**config.mk**
```make
export PLATFORM = sky130hd
export DESIGN_NAME = fmap_dir_ctrl
export DESIGN_NICKNAME = d
export VERILOG_FILES = /design/src/rtl/fmap_dir_pkg.sv /design/src/rtl/fmap_dir_store.sv /design/src/rtl/fmap_inv_sched.sv /design/src/rtl/fmap_dir_ctrl.sv
export SDC_FILE = /design/constraint.sdc
export NUM_CORES = 1
export LEC_CHECK = 0
export BUFFER_PORTS_ARGS = -buffer_cell sky130_fd_sc_hd__buf_2
export CAP_MARGIN = 20
export CORE_AREA = 2 2 134 136
export CTS_BUF_LIST = sky130_fd_sc_hd__clkbuf_4 sky130_fd_sc_hd__clkbuf_8 sky130_fd_sc_hd__clkbuf_16
export DETAILED_ROUTE_END_ITERATION = 6
export DIE_AREA = 0 0 136 138
export PLACE_DENSITY = 0.93
export SYNTH_ARGS = -nofsm -noshare
export SYNTH_HDL_FRONTEND = slang
export SYNTH_SLANG_ARGS = --single-unit
```
**constraint.sdc**
```tcl
create_clock -name clk_i -period 5.2 [get_ports clk_i]
set_input_delay 0.78 -clock clk_i [delete_from_list [all_inputs] [get_ports clk_i]]
set_output_delay 0.78 -clock clk_i [all_outputs]
set_load 0.01 [all_outputs]
```
**src/rtl/fmap_dir_pkg.sv**
```systemverilog
package fmap_dir_pkg;
  typedef enum logic [1:0] {
    MSG_RECALL     = 2'd0,
    MSG_INVAL      = 2'd1,
    MSG_RECALL_INV = 2'd2
  } msg_kind_e;

  typedef enum logic [2:0] {
    S_IDLE,
    S_COH,
    S_MEMRD,
    S_MEMCAP,
    S_MEMWR,
    S_RSP
  } ctrl_state_e;
endpackage

```
**src/rtl/fmap_dir_store.sv**
```systemverilog
module fmap_dir_store #(
  parameter int NPROC = 8,
  parameter int NBLK  = 16,
  localparam int BLK_W = $clog2(NBLK)
) (
  input  logic             clk_i,
  input  logic             rst_ni,
  input  logic [BLK_W-1:0] rd_blk_i,
  output logic [NPROC-1:0] rd_pres_o,
  output logic             rd_dirty_o,
  input  logic             wr_en_i,
  input  logic [BLK_W-1:0] wr_blk_i,
  input  logic [NPROC-1:0] wr_pres_i,
  input  logic             wr_dirty_i
);
  logic [NPROC-1:0] pres_q  [NBLK];
  logic [NBLK-1:0]  dirty_q;

  always_ff @(posedge clk_i or negedge rst_ni) begin
    if (!rst_ni) begin
      for (int b = 0; b < NBLK; b++) pres_q[b] <= '0;
      dirty_q <= '0;
    end else if (wr_en_i) begin
      pres_q[wr_blk_i]  <= wr_pres_i;
      dirty_q[wr_blk_i] <= wr_dirty_i;
    end
  end

  assign rd_pres_o  = pres_q[rd_blk_i];
  assign rd_dirty_o = dirty_q[rd_blk_i];

  // a dirty entry names exactly one owner
  p_dirty_single_owner_r5: assert property (@(posedge clk_i) disable iff (!rst_ni)
    wr_en_i && wr_dirty_i |-> $onehot(wr_pres_i));
endmodule

```
**src/rtl/fmap_inv_sched.sv**
```systemverilog
module fmap_inv_sched #(
  parameter int NPROC = 8,
  localparam int PID_W = $clog2(NPROC),
  localparam int CNT_W = $clog2(NPROC + 1)
) (
  input  logic             clk_i,
  input  logic             rst_ni,
  input  logic             load_i,
  input  logic [NPROC-1:0] mask_i,
  input  logic             send_i,
  input  logic             ack_i,
  output logic             pend_o,
  output logic [PID_W-1:0] dest_o,
  output logic             outstanding_o,
  output logic             done_o
);
  logic [NPROC-1:0] pend_q;
  logic [CNT_W-1:0] cnt_q;

  // lowest pending processor goes first
  always_comb begin
    dest_o = '0;
    for (int p = NPROC - 1; p >= 0; p--)
      if (pend_q[p]) dest_o = PID_W'(p);
  end

  always_ff @(posedge clk_i or negedge rst_ni) begin
    if (!rst_ni) begin
      pend_q <= '0;
      cnt_q  <= '0;
    end else if (load_i) begin
      pend_q <= mask_i;
      cnt_q  <= '0;
    end else begin
      if (send_i) pend_q[dest_o] <= 1'b0;
      cnt_q <= cnt_q + CNT_W'(send_i) - CNT_W'(ack_i);
    end
  end

  assign pend_o        = |pend_q;
  assign outstanding_o = cnt_q != '0;
  assign done_o        = !pend_o && !outstanding_o;

  p_send_needs_pending_r4: assert property (@(posedge clk_i) disable iff (!rst_ni)
    send_i |-> pend_o);
  p_ack_needs_outstanding_r10: assert property (@(posedge clk_i) disable iff (!rst_ni)
    ack_i |-> outstanding_o);
  p_cnt_bound_r4: assert property (@(posedge clk_i) disable iff (!rst_ni)
    cnt_q <= CNT_W'(NPROC));
endmodule

```
**src/rtl/fmap_dir_ctrl.sv**
```systemverilog
module fmap_dir_ctrl
  import fmap_dir_pkg::*;
#(
  parameter int NPROC  = 8,
  parameter int NBLK   = 16,
  parameter int DATA_W = 32,
  localparam int PID_W = $clog2(NPROC),
  localparam int BLK_W = $clog2(NBLK)
) (
  input  logic              clk_i,
  input  logic              rst_ni,
  input  logic              req_valid_i,
  output logic              req_ready_o,
  input  logic              req_write_i,
  input  logic [PID_W-1:0]  req_pid_i,
  input  logic [BLK_W-1:0]  req_blk_i,
  output logic              msg_valid_o,
  input  logic              msg_ready_i,
  output logic [1:0]        msg_kind_o,
  output logic [PID_W-1:0]  msg_dest_o,
  output logic [BLK_W-1:0]  msg_blk_o,
  input  logic              ack_valid_i,
  output logic              ack_ready_o,
  input  logic [DATA_W-1:0] ack_data_i,
  output logic              mem_req_o,
  output logic              mem_we_o,
  output logic [BLK_W-1:0]  mem_addr_o,
  output logic [DATA_W-1:0] mem_wdata_o,
  input  logic [DATA_W-1:0] mem_rdata_i,
  output logic              rsp_valid_o,
  input  logic              rsp_ready_i,
  output logic              rsp_write_o,
  output logic [PID_W-1:0]  rsp_pid_o,
  output logic [DATA_W-1:0] rsp_data_o
);
  ctrl_state_e      state_q, state_d;
  logic             wr_q, need_data_q, self_q;
  logic [PID_W-1:0] pid_q;
  logic [BLK_W-1:0] blk_q;
  msg_kind_e        kind_q, kind_d;
  logic [NPROC-1:0] pres_q;
  logic [DATA_W-1:0] data_q;

  logic [NPROC-1:0] rd_pres, req_oh, pid_oh, load_mask, new_pres;
  logic             rd_dirty, req_fire, msg_fire, ack_fire, rsp_fire;
  logic             owner_self, load, sched_pend, sched_out, sched_done, new_dirty;
  logic [PID_W-1:0] sched_dest;

  fmap_dir_store #(.NPROC(NPROC), .NBLK(NBLK)) u_store (
    .clk_i, .rst_ni,
    .rd_blk_i   (req_blk_i),
    .rd_pres_o  (rd_pres),
    .rd_dirty_o (rd_dirty),
    .wr_en_i    (rsp_fire),
    .wr_blk_i   (blk_q),
    .wr_pres_i  (new_pres),
    .wr_dirty_i (new_dirty)
  );

  fmap_inv_sched #(.NPROC(NPROC)) u_sched (
    .clk_i, .rst_ni,
    .load_i        (load),
    .mask_i        (load_mask),
    .send_i        (msg_fire),
    .ack_i         (ack_fire),
    .pend_o        (sched_pend),
    .dest_o        (sched_dest),
    .outstanding_o (sched_out),
    .done_o        (sched_done)
  );

  assign req_oh     = {{(NPROC-1){1'b0}}, 1'b1} << req_pid_i;
  assign pid_oh     = {{(NPROC-1){1'b0}}, 1'b1} << pid_q;
  assign owner_self = rd_dirty && |(rd_pres & req_oh);

  assign req_ready_o = state_q == S_IDLE;
  assign req_fire    = req_valid_i && req_ready_o;
  assign msg_valid_o = state_q == S_COH && sched_pend;
  assign msg_fire    = msg_valid_o && msg_ready_i;
  assign ack_ready_o = state_q == S_COH && sched_out;
  assign ack_fire    = ack_valid_i && ack_ready_o;
  assign rsp_valid_o = state_q == S_RSP;
  assign rsp_fire    = rsp_valid_o && rsp_ready_i;

  // decide coherence action at acceptance
  always_comb begin
    load      = 1'b0;
    load_mask = '0;
    kind_d    = MSG_INVAL;
    if (req_fire) begin
      if (rd_dirty && !owner_self) begin
        load      = 1'b1;
        load_mask = rd_pres;
        kind_d    = req_write_i ? MSG_RECALL_INV : MSG_RECALL;
      end else if (req_write_i && !rd_dirty && |(rd_pres & ~req_oh)) begin
        load      = 1'b1;
        load_mask = rd_pres & ~req_oh;
      end
    end
  end

  always_comb begin
    state_d = state_q;
    unique case (state_q)
      S_IDLE:   if (req_fire) state_d = load ? S_COH : S_MEMRD;
      S_COH:    if (sched_done) state_d = need_data_q ? S_MEMWR : S_MEMRD;
      S_MEMRD:  state_d = S_MEMCAP;
      S_MEMCAP: state_d = S_RSP;
      S_MEMWR:  state_d = S_RSP;
      S_RSP:    if (rsp_ready_i) state_d = S_IDLE;
      default:  state_d = S_IDLE;
    endcase
  end

  always_ff @(posedge clk_i or negedge rst_ni) begin
    if (!rst_ni) begin
      state_q     <= S_IDLE;
      wr_q        <= 1'b0;
      need_data_q <= 1'b0;
      self_q      <= 1'b0;
      pid_q       <= '0;
      blk_q       <= '0;
      kind_q      <= MSG_INVAL;
      pres_q      <= '0;
      data_q      <= '0;
    end else begin
      state_q <= state_d;
      if (req_fire) begin
        wr_q        <= req_write_i;
        pid_q       <= req_pid_i;
        blk_q       <= req_blk_i;
        kind_q      <= kind_d;
        pres_q      <= rd_pres;
        self_q      <= owner_self;
        need_data_q <= rd_dirty && !owner_self;
      end
      if (ack_fire && need_data_q) data_q <= ack_data_i;
      if (state_q == S_MEMCAP)     data_q <= mem_rdata_i;
    end
  end

  assign msg_kind_o = kind_q;
  assign msg_dest_o = sched_dest;
  assign msg_blk_o  = blk_q;

  assign mem_req_o   = state_q == S_MEMRD || state_q == S_MEMWR;
  assign mem_we_o    = state_q == S_MEMWR;
  assign mem_addr_o  = blk_q;
  assign mem_wdata_o = data_q;

  assign rsp_write_o = wr_q;
  assign rsp_pid_o   = pid_q;
  assign rsp_data_o  = data_q;

  // directory update when the response is taken
  always_comb begin
    if (self_q) begin
      new_pres  = pres_q;
      new_dirty = 1'b1;
    end else if (wr_q) begin
      new_pres  = pid_oh;
      new_dirty = 1'b1;
    end else begin
      new_pres  = pres_q | pid_oh;
      new_dirty = 1'b0;
    end
  end

  p_grant_after_acks_r4: assert property (@(posedge clk_i) disable iff (!rst_ni)
    rsp_valid_o |-> sched_done);
  p_no_self_inval_r4: assert property (@(posedge clk_i) disable iff (!rst_ni)
    msg_valid_o && msg_kind_o == MSG_INVAL |-> msg_dest_o != pid_q);
  p_stall_busy_r7: assert property (@(posedge clk_i) disable iff (!rst_ni)
    msg_valid_o || ack_ready_o |-> !req_ready_o);
  p_msg_stable_r8: assert property (@(posedge clk_i) disable iff (!rst_ni)
    msg_valid_o && !msg_ready_i |=> msg_valid_o && $stable(msg_dest_o) && $stable(msg_kind_o));
  p_rsp_stable_r9: assert property (@(posedge clk_i) disable iff (!rst_ni)
    rsp_valid_o && !rsp_ready_i |=> rsp_valid_o && $stable(rsp_data_o) && $stable(rsp_pid_o));
  p_recall_writes_mem_r3: assert property (@(posedge clk_i) disable iff (!rst_ni)
    mem_we_o |-> need_data_q);
endmodule

```
# After elaboration in Yosys (flattened, before gate mapping)
# Cells that the tools add are included.
# op_classes
mux,44
n_mul,0
n_eq_ne,8
reduce_logical,29
div_mod_pow,0
bitwise_logic,8
n_lt_le_gt_ge,8
shift,2
addsub,2
# op_table
operator,n
bitwise mux 128 bit,1
two-way mux 8 bit,10
two-way mux 32 bit,2
two-way mux 3 bit,12
binary-select mux 8 bit (select 4 bit),1
demux 8 bit (select 4 bit),1
bitwise AND 8 bit,3
OR reduction 8 bit,3
bitwise mux 16 bit,1
NOT 8 bit,2
left shift 1 x 3 -> 8 bit (first input constant),2
logical AND 1 bit,15
one-hot mux 3 bit (5 select lines),1
greater-or-equal comparator 5 bit (second input constant),2
less-than comparator 4 x 5 -> 1 bit (second input constant),2
NOT 4 -> 5 bit,2
two-way mux 1 bit,8
OR 8 bit,1
== test 3 x 2 -> 1 bit (second input constant),2
== test 3 bit (second input constant),2
two-way mux 2 bit,3
less-than comparator 5 x 1 -> 1 bit (second input constant),1
adder 4 x 1 -> 4 bit,1
binary-select mux 1 bit (select 4 bit),1
other kinds (17),22
# totals
rom_bits,0
inputBits,78
out_inout_bits,87
latchBits,0
wordCells,129
mem_count,0
reg_bits,211
mem_bits_rw,0

# Logic depth before layout (Yosys ltp)
# Gate-level depths: netlist of run 1.
# depth
depth_word,16
depth_mapped,12
ltp_nobuf,12

# Hierarchy
# A second synthesis of run 1 with hierarchy kept.
# unflattened
cells_unflattened,831
area_unflattened_um2,10446.3
# modules_own_cells
module,cells_each,instances,area_per_inst_um2
fmap_dir_store,406,1,6593.8
fmap_dir_ctrl,351,1,3148.0
fmap_inv_sched,74,1,704.4

# Worst setup path after synthesis of run 1
# OpenSTA, ideal clock, no wires.
# synth_timing
kind,in2reg
startpoint,input req_blk_i[2]
endpoint,register u_sched.pend_q[2]
path_slack_ns,1.837
stages,12
arrival_ns,3.227
n_path_buf,4
cell_sequence,buf_2 > buf_2 > buf_2 > mux2i_1 > a21oi_1 > a22oi_1 > o22ai_1 > or4_4 > or3_4 > o211ai_2 > buf_6 > o221ai_2
# synth_between
elab_chain_cells,12
word_cells_on_any_way,24
cone_classes,12 x mux; 3 x bitwise; 9 x reduce/logical
# synth_rtl
item,line_no,source
start: declaration,fmap_dir_ctrl.sv:16,"input logic [BLK_W-1:0] req_blk_i,"
NOT 4 -> 5 bit (not written as such),fmap_dir_store.sv:29,assign rd_pres_o = pres_q[rd_blk_i];
binary-select mux 8 bit (select 4 bit),fmap_dir_store.sv:29,
two-way mux 8 bit (not written as such) (2 in series),fmap_dir_store.sv:29,
bitwise AND 8 bit,fmap_dir_ctrl.sv:74,assign owner_self = rd_dirty && |(rd_pres & req_oh);
OR reduction 8 bit,fmap_dir_ctrl.sv:74,
logical AND 1 bit,fmap_dir_ctrl.sv:74,
logical NOT 1 bit,fmap_dir_ctrl.sv:91,if (rd_dirty && !owner_self) begin
logical AND 1 bit,fmap_dir_ctrl.sv:91,
two-way mux 8 bit / two-way mux 1 bit (equally long branches),fmap_dir_ctrl.sv:91,
two-way mux 8 bit / two-way mux 1 bit (equally long branches),fmap_dir_ctrl.sv:90,if (req_fire) begin
two-way mux 8 bit / nonzero test 2 bit (equally long branches),--,
end signal: assignment,fmap_inv_sched.sv:32,pend_q <= mask_i;
end: declaration,fmap_inv_sched.sv:17,logic [NPROC-1:0] pend_q;
# Several ways; a longest one is shown, not always the timed one. The select of a mux whose other input is x is not followed.
# A chain may end at the register's enable or synchronous reset.

# Worst setup path in the final report of run 1
# layout_timing
startpoint,input req_blk_i[2]
endpoint,register u_sched.pend_q[5]
# Same word-level chain as after synthesis.

==> flow_summary.toml, run 1 <==
[run_status]
status = "finished clean"

[floorplan]
core_region_area_sq_um = 17530
die_area_sq_um = 18770
die_x_um = 136
overall_die_height_um = 138
placement_rows = 49
floorplan.io_pins = 165
initial_core_util_pct = 58.28

[logic_synthesis]
synth_mux_area_share_pct = 10.96
simple_gate_share_of_the_synthesized_area_pct = 14.97
synthDistinctLibCells = 53
mappedNetlistNets = 1148
dominantRegCellSynth = "sky130_fd_sc_hd__dfrtp_1"
synth_area_in_compound_gates_pct = 15.35
synth_xor_xnor_area_share_pct = 0.1714
combinational_family_with_the_most_area_after_synthesis = "compound AO/OA/AOI/OAI gates"
yosysSeqAreaShare_pct = 51.68
ys_async_sr_fraction_pct = 100.0
synth_edf_count = 0
avgSynthCellArea_sq_um = 9.605
yosys_register_bits = 211
syn-instance-count = 1064
total_standard_cell_area_after_synthesis_sq_um = 10220
ys.warnings.count = 0
post_synth_fa_ha_maj_area_fraction_pct = 0.8080

[worst_setup_path]
timing.critical_path.fanout_max = 33
critical-path-top-delay-family = "simple AND/OR/NAND/NOR gates"
critical-path-slowest-cell = "sky130_fd_sc_hd__buf_2"
cp-start-kind = "primary input"
arr_time_crit_path_ns = 4.14
largest_stage_delay_on_the_critical_path_ns = 0.68
critical_path.cell_chain = "buf_2 -> buf_4 -> nor2b_1 -> a222oi_1 -> a22oi_1 -> o22ai_1 -> or4_4 -> or3_4 -> o211ai_2 -> o21ai_1"
criticalPathCategory = "in -> reg"
worstPathRequired_ns = 5.55
critical_path_buf_inv_count = 2
worstSetupEndpointType = "register"

[global_route]
first_pass_grt_wire_length_um = 44460
met2_usage_pct = 52.42
groute.usage.overall_pct = 30.35
grt_max_degree = 112
grt_util_met1_pct = 37.32
global_route.usage.met3_pct = 5.757
top_usage_layer_grt = "met2"
grt_antenna_before_repair = 1
global_route.overflow_total = 0
number_of_global_route_vias_before_repair = 8442

[cells_and_area]
multi_input_area_sq_um = 4350
post_route_cells_drive_above_1_share_pct = 22.23
nNetsFinal = 1262
final.fill_count = 1329
layout_commonest_cell = "sky130_fd_sc_hd__dfrtp_1"
post-route-cell-area_sq_um = 11800
sequential_standard_cell_area_sq_um = 5281
flow.area_growth_from_synthesis_pct = 15.49
leading_cell_types_in_the_layout_fill_and_taps_excluded = "sky130_fd_sc_hd__dfrtp_1, sky130_fd_sc_hd__buf_2, sky130_fd_sc_hd__nor2_1"

[clock_tree]
cts_buffer_depth = 3
post_cts.repair.setup_buffers = 0
cts_num_sinks = 211
clockRootBuffer = "sky130_fd_sc_hd__clkbuf_16"
tritoncts = "yes"
clk_latency_ns = 0.51
path_clk_slew_ns = 0.06
maximum_level_of_the_cts_h_tree = 1
post_cts.resized_instances = 0
cts_hold_repair.buffers = 0
cts_made_buffers = 21

[power_and_ir_drop]
peakVddDrop_mv = 0.3601
power_switching_share_pct = 38.34
net_switching_power_figure_mw = 2.546
power.share.combinational_pct = 36.4
power_density_nw_per_um2 = 562.6
p_seq_share_pct = 39.6
pwr-share-clk_pct = 24.0
cell_internal_pwr_mw = 4.094
leakage_nw = 5.921

[placement]
routabilityCongestion = 0.9824
detailed_place_hpwl_um = 20490
detailed_place.area_sq_um = 11010
port-buffer-count = 164
dp_worst_setup_slack_ns = 0.9567

[routing]
wirelength_um = 28580
num_vias = 8602
routed_wire_length_per_instance_um = 20.10
detail_route.first_pass.iterations = 7
ant_nets = 0
routed_via_density = 6.049
detail_route.iter0.violations = 719
drcViolationCount = 0

[timing]
worst_pin_slew_ns = 0.9022
timing.final.setup_violations = 0
skew_ns = 0.009137
layout_worst_path_cycle_share_pct = 72.83
finalMaxSlewViolations = 0
fmaxAchievable_mhz = 264.1
final_critical_path_setup_slack_ns = 1.413
report.final.hold_viol_count = 0
rsz0062_at_grt = "no"
final.min_clock_period_ns = 3.787
fin_setup_tns_ns = 0
relSlewSlack_pct = 39.85

[min_path]
min_delay_worst_type = "in -> async"

[job]
drv_cap = 0
-- area by class of cell --
cell class,instances,share of cell area [%]
antenna,1,0.02120
clock inverter,10,1.187
tap,229,2.428
multi-input combinational,732,36.86
clock buffer,27,5.046
inverter,18,0.5725
timing repair buffer,194,9.138
sequential,211,44.75
-- power by group through the flow --
stage	clock, mW	sequential (mW)	combinational [mW]
final	1.59	2.63	2.42
after global routing	1.68	2.69	2.66
after CTS	1.61	2.62	2.41
after detailed placement	0	2.64	2.39
after global placement	0	2.61	2.29
after floorplan	0	2.56	1.63
-- cells in the mapped netlist (5+ instances only) --
cell                       number  area [sq um]
sky130_fd_sc_hd__a21oi_1      129         645.6
sky130_fd_sc_hd__a22oi_1       15         112.6
sky130_fd_sc_hd__and2_1         6         37.54
sky130_fd_sc_hd__buf_2          9         45.04
sky130_fd_sc_hd__buf_4         39         292.8
sky130_fd_sc_hd__clkbuf_1      51         191.4
sky130_fd_sc_hd__dfrtp_1      210          5255
sky130_fd_sc_hd__ha_1           5         62.56
sky130_fd_sc_hd__inv_1         18         67.56
sky130_fd_sc_hd__mux2i_1       77         770.7
sky130_fd_sc_hd__mux4_2        14         315.3
sky130_fd_sc_hd__nand2_1      128         480.5
sky130_fd_sc_hd__nand2b_1       6         37.54
sky130_fd_sc_hd__nand3_1       15         75.07
sky130_fd_sc_hd__nand3b_1       7         52.55
sky130_fd_sc_hd__nand4_1        5         31.28
sky130_fd_sc_hd__nor2_1       146         548.0
sky130_fd_sc_hd__nor2b_1       11         68.82
sky130_fd_sc_hd__nor3_1        14         70.07
sky130_fd_sc_hd__o21ai_0       88         440.4
sky130_fd_sc_hd__o21ai_1        5         25.02
sky130_fd_sc_hd__or3_1          5         31.28
-- logic make-up (layout without fill, tap and decap cells) --
group / count (synthesis) / in the layout
adder cells (fa/ha/maj): 6 / 6
flip-flops: 211 / 211
AO/OA/AOI/OAI: 274 / 274
multiplexers: 94 / 94
buffers and inverters: 121 / 249
other: 0 / 1
AND/OR/NAND/NOR: 356 / 356
XOR/XNOR: 2 / 2
-- flip-flops by register name (all words and copies together) (netlist names) --
register and count:
self_q 1, mem_addr_o 4, need_data_q 1, mem_wdata_o 32, rsp_write_o 1, u_store.dirty_q 16
state_q 3, rsp_pid_o 3, u_store.pres_q 128, u_sched.pend_q 8, msg_kind_o 2, pres_q 8
u_sched.cnt_q 4
-- worst paths after layout --
kind,startpoint,end,slack [ns],cells after the start
min in group clk_i,pres_q[3],pres_q[3],0.48,2
setup / recovery,req_blk_i[2],u_sched.pend_q[5],1.41,10
hold reg to reg,pres_q[3],pres_q[3],0.48,2
max in group asynchronous,rst_ni,u_store.pres_q[66],3.59,2
hold / removal,rst_ni,u_store.dirty_q[9],0.35,1
setup reg to reg,u_store.pres_q[6],u_sched.pend_q[5],2.14,8
-- worst register-to-register path, cell delays in order (launching register included) --
cell and delay (ns):
sky130_fd_sc_hd__dfrtp_1 0.39, sky130_fd_sc_hd__mux4_2 0.50, sky130_fd_sc_hd__a2bb2oi_1 0.17, sky130_fd_sc_hd__a22oi_1 0.35
sky130_fd_sc_hd__o22ai_1 0.17, sky130_fd_sc_hd__or4_4 0.46, sky130_fd_sc_hd__or3_4 0.43, sky130_fd_sc_hd__o211ai_2 0.26
sky130_fd_sc_hd__o21ai_1 0.18
-- layer usage --
metal	wire (um)	part of all wire (%)	up-vias
met4	1184	4.1	0
li1	-	-	3889
met1	10420	36	4153
met3	2580	9.0	89
met2	14400	50	471
met5	0	0	-
-- stage by stage --
stage               hold WS (ns)  std cells  power (mW)  util (%)
finish                    0.3477       1422       6.640     67.31
global route              0.4434       1422       7.036     67.31
CTS                       0.4139       1416       6.633     66.99
floorplan                 0.4448       1064       4.181         -
global placement          0.4618       1376       4.900     62.62
detailed placement        0.4679       1379       5.026     62.79
(Power assumes the default switching activity.)
==> run 2: changes to the inputs <==
--- a/config.mk
+++ b/config.mk
@@ -7,11 +7,11 @@
 export LEC_CHECK = 0
 export BUFFER_PORTS_ARGS = -buffer_cell sky130_fd_sc_hd__buf_2
 export CAP_MARGIN = 20
-export CORE_AREA = 2 2 134 136
+export CORE_AREA = 2 2 145 147
 export CTS_BUF_LIST = sky130_fd_sc_hd__clkbuf_4 sky130_fd_sc_hd__clkbuf_8 sky130_fd_sc_hd__clkbuf_16
 export DETAILED_ROUTE_END_ITERATION = 6
-export DIE_AREA = 0 0 136 138
-export PLACE_DENSITY = 0.93
+export DIE_AREA = 0 0 147 149
+export PLACE_DENSITY = 0.85
 export SYNTH_ARGS = -nofsm -noshare
 export SYNTH_HDL_FRONTEND = slang
 export SYNTH_SLANG_ARGS = --single-unit
==> constraint.sdc (replaced) <==
create_clock -name clk_i -period 3.3 [get_ports clk_i]
set_input_delay 0.495 -clock clk_i [delete_from_list [all_inputs] [get_ports clk_i]]
set_output_delay 0.495 -clock clk_i [all_outputs]
set_load 0.01 [all_outputs]
==> flow_summary.toml, run 2 (synthesis gave the netlist of run 1 again) <==
[power_and_ir_drop]
leakage_nw = 6.194
power_density_nw_per_um2 = 868.1
peakVddDrop_mv = 0.4653

[placement]
routabilityCongestion = 0.9706
detailed_place_hpwl_um = 20130
port-buffer-count = 164
dp_worst_setup_slack_ns = -0.09247

[global_route]
grt_max_degree = 84
global_route.overflow_total = 0
first_pass_grt_wire_length_um = 43900
grt_antenna_before_repair = 1
number_of_global_route_vias_before_repair = 8488
groute.usage.overall_pct = 25.44

[worst_setup_path]
arr_time_crit_path_ns = 3.46
reg2reg_slack_ns = 0.27
worst_r2r_endpoint = "u_sched.pend_q[2]"
cp-start-kind = "register"
worstSetupEndpointType = "register"
worstPathRequired_ns = 3.73
crit-reg2reg-launch = "u_store.pres_q[67]"
ff2ff_path_depth = 8
timing.critical_path.fanout_max = 5
criticalPathCategory = "reg -> reg"

[timing]
layout_worst_path_cycle_share_pct = 91.96
relSlewSlack_pct = 42.93
fin_setup_tns_ns = 0
final_critical_path_setup_slack_ns = 0.2654
hold_slack_ns = 0.04478
fmaxAchievable_mhz = 329.5
worst_pin_slew_ns = 0.8560
skew_ns = 0.007428
report.final.hold_viol_count = 0
final.min_clock_period_ns = 3.035
rsz0062_at_grt = "no"
timing.final.setup_violations = 0
finalMaxSlewViolations = 0

[cells_and_area]
leading_cell_types_in_the_layout_fill_and_taps_excluded = "sky130_fd_sc_hd__dfrtp_1, sky130_fd_sc_hd__buf_2, sky130_fd_sc_hd__nor2_1"
sequential_standard_cell_area_sq_um = 5281
finalCoreUtilization_pct = 59.85
layout_commonest_cell = "sky130_fd_sc_hd__dfrtp_1"
largest_register_ffs = 128
largest_register = "u_store.pres_q"
final.fill_count = 1689
multi_input_area_sq_um = 4350
nNetsFinal = 1307
flow.area_growth_from_synthesis_pct = 20.38
post_route_cells_drive_above_1_share_pct = 25.18

[routing]
ant_nets = 0
routed_wire_length_per_instance_um = 18.50
detail_route.iter0.violations = 849
routed_via_density = 5.727
num_vias = 8676
drcViolationCount = 0
wirelength_um = 28030
detail_route.first_pass.iterations = 5

[floorplan]
die_area_sq_um = 21900
floorplan.io_pins = 165
die_x_um = 147
core_region_area_sq_um = 20560
placement_rows = 53
initial_core_util_pct = 49.71
overall_die_height_um = 149

[clock_tree]
cts_hold_repair.buffers = 0
maximum_level_of_the_cts_h_tree = 1
clk_latency_ns = 0.51
post_cts.resized_instances = 0
cts_buffer_depth = 3
path_clk_slew_ns = 0.06
clockRootBuffer = "sky130_fd_sc_hd__clkbuf_16"
cts_made_buffers = 23
post_cts.repair.setup_buffers = 0
tritoncts = "yes"
cts_num_sinks = 211

[min_path]
min_delay_worst_type = "in -> async"

[run_status]
status = "finished clean"

[job]
drv_cap = 0
==> run 2: changes by cell type in the layout (fill, tap and decap cells not counted) <==
cell,previous run,this run
sky130_fd_sc_hd__clkinvlp_4,3,1
sky130_fd_sc_hd__clkbuf_8,5,9
sky130_fd_sc_hd__clkinv_2,2,0
sky130_fd_sc_hd__buf_4,26,69
sky130_fd_sc_hd__buf_12,1,4
sky130_fd_sc_hd__clkbuf_16,21,23
sky130_fd_sc_hd__buf_6,3,0
sky130_fd_sc_hd__clkinv_4,1,0
sky130_fd_sc_hd__clkbuf_4,2,5
==> run 2: metrics by stage <==
| stage | cells | instance area, sq um | total power [mW] |
|---|---|---|---|
| 2_1_floorplan | 1064 | 10220 | 6.589 |
| 3_3_place_gp | 1473 | 11470 | 7.737 |
| 3_5_place_dp | 1473 | 11470 | 7.922 |
| 4_1_cts | 1514 | 12300 | 10.70 |
| 5_1_grt | 1515 | 12300 | 11.32 |
| 6_report | 1515 | 12300 | 10.68 |
==> run 2: critical path, cell delays in order, from the launching register on <==
cell and delay, ns:
sky130_fd_sc_hd__dfrtp_1 0.40, sky130_fd_sc_hd__mux4_2 0.46, sky130_fd_sc_hd__mux2_2 0.29, sky130_fd_sc_hd__a32oi_1 0.32, sky130_fd_sc_hd__o21ai_1 0.12, sky130_fd_sc_hd__or4_4 0.50
sky130_fd_sc_hd__buf_4 0.15, sky130_fd_sc_hd__or3_1 0.47, sky130_fd_sc_hd__o221ai_2 0.23
==> run 2: area by class of cell <==
| type | instances | share of cell area, % |
|---|---|---|
| Clock buffer | 36 | 5.878 |
| Inverter | 18 | 0.5492 |
| Antenna cell | 1 | 0.02034 |
| Sequential cell | 211 | 42.93 |
| Clock inverter | 5 | 0.8644 |
| Multi-Input combinational cell | 732 | 35.36 |
| Timing Repair Buffer | 237 | 11.60 |
| Tap cell | 275 | 2.797 |
==> run 2: worst max-delay path by stage <==
stage / start / to / slack, ns / cells after the start
2_1_floorplan: req_blk_i[2] / u_sched.pend_q[2] / 0.22 / 12
3_3_place_gp: req_blk_i[0] / u_sched.pend_q[7] / -0.02 / 10
3_5_place_dp: req_blk_i[0] / u_sched.pend_q[2] / -0.09 / 10
4_1_cts: u_store.pres_q[67] / u_sched.pend_q[2] / 0.31 / 8
5_1_grt: u_store.pres_q[29] / state_q[1] / 0.22 / 9
6_report: u_store.pres_q[67] / u_sched.pend_q[2] / 0.27 / 8
==> run 2: per-layer routing <==
metal  part of all wire (%)  vias up  global-route usage, %
met2                     49      384                  43.15
met5                      0        -                      0
met1                     40     4220                  32.72
met3                    7.1       82                  4.281
li1                       -     3990                      -
met4                    3.9        0                  10.67
==> run 2: power breakdown <==
| group | total (mW) | switching (mW) | internal (mW) |
|---|---|---|---|
| registers | 4.13 | 0.680 | 3.45 |
| logic | 3.80 | 2.24 | 1.56 |
| clock network | 2.75 | 1.01 | 1.74 |
| total | 10.7 | 3.94 | 6.74 |
